## src/rtl/sqm_pkg.sv

```systemverilog
package sqm_pkg;
  // Width of a product or table entry for an n-bit operand.
  function automatic int unsigned prod_width(input int unsigned n);
    return 2 * n;
  endfunction
endpackage

```

## src/rtl/sqm_prep.sv

```systemverilog
module sqm_prep #(
  parameter int unsigned N = 8
) (
  input  logic         clk,
  input  logic         rst,
  input  logic         valid_in,
  input  logic [N-1:0] a_in,
  input  logic [N-1:0] b_in,
  output logic         v1_q,
  output logic [N-1:0] avg_q,
  output logic [N-1:0] dev_q,
  output logic         odd_q
);
  localparam int unsigned SW = N + 1;

  logic [SW-1:0] sum;
  logic [N-1:0]  lo;
  logic [N-1:0]  avg;

  always_comb begin
    sum = {1'b0, a_in} + {1'b0, b_in};
    lo  = (a_in < b_in) ? a_in : b_in;
    avg = sum[SW-1:1];
  end

  always_ff @(posedge clk) begin
    if (rst) v1_q <= 1'b0;
    else     v1_q <= valid_in;
    avg_q <= avg;
    dev_q <= avg - lo;
    odd_q <= sum[0];
  end

  // midpoint + offset (+1 when the sum is odd) recovers the larger operand
  logic [SW-1:0] recon;
  logic [N-1:0]  hi_in;
  assign recon = {1'b0, avg_q} + {1'b0, dev_q} + {{N{1'b0}}, odd_q};
  assign hi_in = (a_in > b_in) ? a_in : b_in;


  prep_recon_chk: assert property (@(posedge clk) disable iff (rst)
    v1_q |-> recon == {1'b0, $past(hi_in)});

  prep_equal_chk: assert property (@(posedge clk) disable iff (rst)
    (v1_q && $past(a_in) == $past(b_in)) |-> (dev_q == '0 && !odd_q));
endmodule

```

## src/rtl/sqm_table.sv

```systemverilog
module sqm_table #(
  parameter int unsigned N = 8
) (
  input  logic                                 clk,
  input  logic [N-1:0]                         addr_a,
  input  logic [N-1:0]                         addr_b,
  output logic [sqm_pkg::prod_width(N)-1:0]    q_a,
  output logic [sqm_pkg::prod_width(N)-1:0]    q_b
);
  localparam int unsigned TW    = sqm_pkg::prod_width(N);
  localparam int unsigned DEPTH = 1 << N;

  logic [TW-1:0] mem [DEPTH];

  initial begin
    for (int i = 0; i < DEPTH; i++) begin
      mem[i] = TW'(i) * TW'(i);
    end
  end

  always_ff @(posedge clk) begin
    q_a <= mem[addr_a];
    q_b <= mem[addr_b];
  end
endmodule

```

## src/rtl/sqm_combine.sv

```systemverilog
module sqm_combine #(
  parameter int unsigned N = 8
) (
  input  logic                                 clk,
  input  logic                                 rst,
  input  logic                                 v1,
  input  logic [N-1:0]                         avg1,
  input  logic [N-1:0]                         dev1,
  input  logic                                 odd1,
  input  logic [sqm_pkg::prod_width(N)-1:0]    sq_avg,
  input  logic [sqm_pkg::prod_width(N)-1:0]    sq_dev,
  output logic                                 v2_q,
  output logic [sqm_pkg::prod_width(N)-1:0]    product
);
  localparam int unsigned TW = sqm_pkg::prod_width(N);

  logic [N-1:0]  avg2_q;
  logic [N-1:0]  dev2_q;
  logic          odd2_q;
  logic [TW-1:0] term_avg;
  logic [TW-1:0] term_dev;

  always_ff @(posedge clk) begin
    if (rst) v2_q <= 1'b0;
    else     v2_q <= v1;
    avg2_q <= avg1;
    dev2_q <= dev1;
    odd2_q <= odd1;
  end

  // n*(n+1) = n^2 + n for the odd case; plain squares for the even case
  always_comb begin
    term_avg = sq_avg + (odd2_q ? {{N{1'b0}}, avg2_q} : '0);
    term_dev = sq_dev + (odd2_q ? {{N{1'b0}}, dev2_q} : '0);
    product  = term_avg - term_dev;
  end


  no_underflow_chk: assert property (@(posedge clk) disable iff (rst)
    v2_q |-> term_avg >= term_dev);

  odd_offset_chk: assert property (@(posedge clk) disable iff (rst)
    v2_q |-> dev2_q <= avg2_q);
endmodule

```

## src/rtl/sq_multiplier.sv

```systemverilog
module sq_multiplier #(
  parameter int unsigned N = 8
) (
  input  logic                                 clk,
  input  logic                                 rst,
  input  logic                                 valid_in,
  input  logic [N-1:0]                         a_in,
  input  logic [N-1:0]                         b_in,
  output logic                                 valid_out,
  output logic [sqm_pkg::prod_width(N)-1:0]    product
);
  localparam int unsigned TW = sqm_pkg::prod_width(N);

  logic          v1;
  logic [N-1:0]  avg1;
  logic [N-1:0]  dev1;
  logic          odd1;
  logic [TW-1:0] sq_avg;
  logic [TW-1:0] sq_dev;

  sqm_prep #(.N(N)) u_prep (
    .clk(clk), .rst(rst), .valid_in(valid_in), .a_in(a_in), .b_in(b_in),
    .v1_q(v1), .avg_q(avg1), .dev_q(dev1), .odd_q(odd1)
  );

  sqm_table #(.N(N)) u_table (
    .clk(clk), .addr_a(avg1), .addr_b(dev1), .q_a(sq_avg), .q_b(sq_dev)
  );

  sqm_combine #(.N(N)) u_comb (
    .clk(clk), .rst(rst), .v1(v1), .avg1(avg1), .dev1(dev1), .odd1(odd1),
    .sq_avg(sq_avg), .sq_dev(sq_dev), .v2_q(valid_out), .product(product)
  );

  // cycles since reset, saturating, so checks never look before reset
  logic [1:0]    age_q;
  logic [TW-1:0] a_ext;
  logic [TW-1:0] b_ext;
  assign a_ext = {{N{1'b0}}, a_in};
  assign b_ext = {{N{1'b0}}, b_in};

  always_ff @(posedge clk) begin
    if (rst)               age_q <= '0;
    else if (age_q != 2'd3) age_q <= age_q + 2'd1;
  end


  latency_chk: assert property (@(posedge clk) disable iff (rst)
    (age_q >= 2'd2) |-> valid_out == $past(valid_in, 2));

  product_chk: assert property (@(posedge clk) disable iff (rst)
    (age_q >= 2'd2 && valid_out) |-> product == $past(a_ext, 2) * $past(b_ext, 2));

  zero_operand_chk: assert property (@(posedge clk) disable iff (rst)
    (age_q >= 2'd2 && valid_out && ($past(a_in, 2) == '0 || $past(b_in, 2) == '0))
      |-> product == '0);

  reset_clear_chk: assert property (@(posedge clk)
    $past(rst) |-> !valid_out);
endmodule

```

## config.mk

```make
export PLATFORM = sky130hd
export DESIGN_NAME = sq_multiplier
export DESIGN_NICKNAME = d
export VERILOG_FILES = /design/src/rtl/sqm_pkg.sv /design/src/rtl/sqm_prep.sv /design/src/rtl/sqm_table.sv /design/src/rtl/sqm_combine.sv /design/src/rtl/sq_multiplier.sv
export SDC_FILE = /design/constraint.sdc
export NUM_CORES = 1
export LEC_CHECK = 0
export BUFFER_PORTS_ARGS = -buffer_cell sky130_fd_sc_hd__buf_2
export CORE_ASPECT_RATIO = 1.1
export CORE_MARGIN = 4
export CORE_UTILIZATION = 64
export DETAILED_ROUTE_END_ITERATION = 10
export PLACE_DENSITY = 0.83
export SLEW_MARGIN = 10
export SYNTH_ARGS = -nofsm -noshare
export SYNTH_HDL_FRONTEND = slang
export SYNTH_SLANG_ARGS = --single-unit
```

## constraint.sdc

```tcl
create_clock -name clk -period 5.35 [get_ports clk]
set_input_delay 1.07 -clock clk [delete_from_list [all_inputs] [get_ports clk]]
set_output_delay 1.07 -clock clk [all_outputs]
set_load 0.02 [all_outputs]
```

==> out/metrics.cfg <==
[run_status]
status=finished clean

[route]
post-route-drc-count=0
drt_first_pass_iters=7
vias_per_cell=6.503
wl_um=19100
dr_total_vias=7056
drt-initial-drc-count=715
ant_nets=0
wl_per_cell_um=17.61

[grt]
grt_pass1_vias=6343
overflow=0
antenna_found_initial=0
grt_max_degree=69
grt_pass1_wl_um=31110
grt.total_usage_pct=29.62

[critical_path]
critPathSlowestCell=dfxtp_1
ff2ff_setup_slack_ns=2.19
reg2reg_to=u_table.q_b[8]
critical_path.top_delay_family=adder cells
crit_path_start=u_comb.odd2_q
start_kind=register
crit_type=register to primary output
cp_max_fo=15
crit-reg2reg-launch=u_prep.dev_q[0]
cp.depth=12
r2r_cells=8
crit_required_ns=4.28
cp.arrival_ns=3.85
cp_cell_sequence=nand2_1, fa_1, inv_1, fa_1, ha_1, o21ai_0, a21oi_1, a31o_2, a21oi_1, o21ai_0, xor2_1, buf_2
critPathCaptureType=primary output
crit_path_end=product[14]
worst_path_largest_cell_delay_ns=0.58
worst-path-buf-inv=2

[floorplan]
core_area_sq_um=10910
core.rowCount=40
die_h_um=118.8
start_util_pct=65.47
die_x_um=108.7
dieArea_sq_um=12920
pin_count=36

[logic_synthesis]
synth_top_area_cell=dfxtp_1
synth_compound_area_share_pct=31.06
synth_seq_cells=64
synth-edff-count=0
yosys-top-cells-count=a21oi_1 (80), o21ai_0 (79), nand2_1 (77)
ys_seq_area_share_pct=17.94
synth_xor_area_share_pct=4.642
synth_area_leaders=dfxtp_1 (18%), ha_1 (13%), a21oi_1 (5.6%), o21ai_0 (5.5%), fa_1 (4.2%)
synth-adder-area-share_pct=16.99
synth_top_area_share_pct=17.94
synthSimpleGateAreaFrac_pct=17.29
async_reset_ff_share_pct=0
yosysUniqueCellTypes=68
synth_area_sq_um=7143
yosys-mux-area-fraction_pct=2.540
synth_top_family_by_area=compound AO/OA/AOI/OAI gates
netlist_instances=956
syn_nets=1063
yosysMostFrequentCell=a21oi_1
synth_top_flop_cell=dfxtp_1
syn_avg_cell_area_sq_um=7.472
synth_warnings=0

[clock_tree]
htreeDepth=3
cts_tree=done
hold_buffers=0
cts_root_buf=clkbuf_16
clock_latency_ns=0.33
cts_resized=0
clockBufferDepth=2
post_cts_buffers=0
clkTransAtPathRegs_ns=0.05
numCtsBuffers=9
cts.sinks=64

[timing]
period_share_pct=91.98
max_slew_margin_pct=35.31
hold_viol=0
worstMarginPinSlew_ns=0.9691
period_minus_slack_ns=4.921
setup_tns_ns=0
fmax_mhz=203.2
setup_violations=0
slew_violations=0
finClkSkew_ns=0.009417
rsz0062_at_grt=false

[finish]
layout.nets=1040
drive_gt1_share_pct=9.168
num_antenna_cells=0
syn_to_final_growth_pct=5.167

[placement]
gp_congestion=0.9978
portBuffers=35
hpwlAfterDp_um=13060

[run]
drv_cap=0

[worst_hold_path]
hp-class=register to register

==> kinds of logic (layout without fill, tap and decap cells) <==
logic type	Yosys count	in the layout
flops	64	64
compound gates	334	334
mux	14	14
fa+ha+maj	88	88
simple gates	261	261
xor+xnor	37	37
buf+inv	158	140
==> worst min path at each step <==
stage	from	end	slack (ns)	cells after the start
after floorplan	u_prep.odd_q	u_comb.odd2_q	0.31	0
after global placement	u_prep.odd_q	u_comb.odd2_q	0.40	0
after detailed placement	u_prep.odd_q	u_comb.odd2_q	0.40	0
after CTS	u_prep.odd_q	u_comb.odd2_q	0.41	0
after global routing	u_prep.odd_q	u_comb.odd2_q	0.41	0
final	u_prep.odd_q	u_comb.odd2_q	0.41	0
==> layout by cell type, fill, tap and decap left out, types with 12 or more instances in the layout <==
| cell type | n |
|---|---|
| nor3_1 | 14 |
| nor2b_1 | 18 |
| a21oi_1 | 80 |
| a211oi_1 | 15 |
| dfxtp_1 | 61 |
| buf_2 | 35 |
| xor2_1 | 12 |
| nand2_1 | 77 |
| fa_1 | 15 |
| inv_1 | 76 |
| xnor2_1 | 24 |
| nand3_1 | 14 |
| o211ai_1 | 21 |
| ha_1 | 73 |
| a31oi_1 | 18 |
| buf_4 | 13 |
| o21ai_0 | 79 |
| nor2_1 | 73 |
| nand2b_1 | 28 |
==> routing by layer <==
layer	track usage [%]	vias up	wire [um]
met5	0	-	0
met4	17.05	0	980
met3	3.495	89	1727
met2	45.32	421	8746
met1	39.91	3172	7648
li1	-	3374	-
==> worst register-to-register path: cells and delay by family, from the launching register on <==
kind                       cells  cell delay (ns)
DFF                            1             0.71
buffers and inverters          1             0.27
AOI/OAI and AO/OA              3             0.70
and+or+nand+nor                3             0.68
adders and majority gates      1             0.68
==> state kept, by name, indices dropped and copies added, names as in the netlist <==
register and count:
u_prep.v1_q 1, u_table.q_a 14, u_comb.avg2_q 8, u_comb.dev2_q 8
u_prep.avg_q 8, u_comb.v2_q 1, u_table.q_b 14, u_comb.odd2_q 1
u_prep.dev_q 8, u_prep.odd_q 1
==> stage by stage <==
stage / util, % / cells / instance area [sq um] / hold slack, ns / setup slack [ns]
2_1_floorplan: - / 956 / 7143 / 0.3096 / 0.9767
3_3_place_gp: 66.05 / 1069 / 7207 / 0.3972 / 0.9362
3_5_place_dp: 66.05 / 1069 / 7207 / 0.3963 / 0.8385
4_1_cts: 68.85 / 1085 / 7512 / 0.4072 / 0.4743
5_1_grt: 68.85 / 1085 / 7512 / 0.4061 / 0.1793
6_report: 68.85 / 1085 / 7512 / 0.4077 / 0.4292
==> cell type report <==
| cell class | count | area [sq um] |
|---|---|---|
| clock buffers | 9 | 225.2 |
| clock inverters | 7 | 80.08 |
| well taps | 147 | 183.9 |
| fillers | 957 | 3398 |
| inverters | 76 | 285.3 |
| repair buffers | 48 | 272.8 |
| flip-flops and latches | 64 | 1285 |
| multi-input cells | 734 | 5180 |
Power is not shown: default switching activity piles up to over one toggle a cycle in this logic, so the estimate is an artifact.
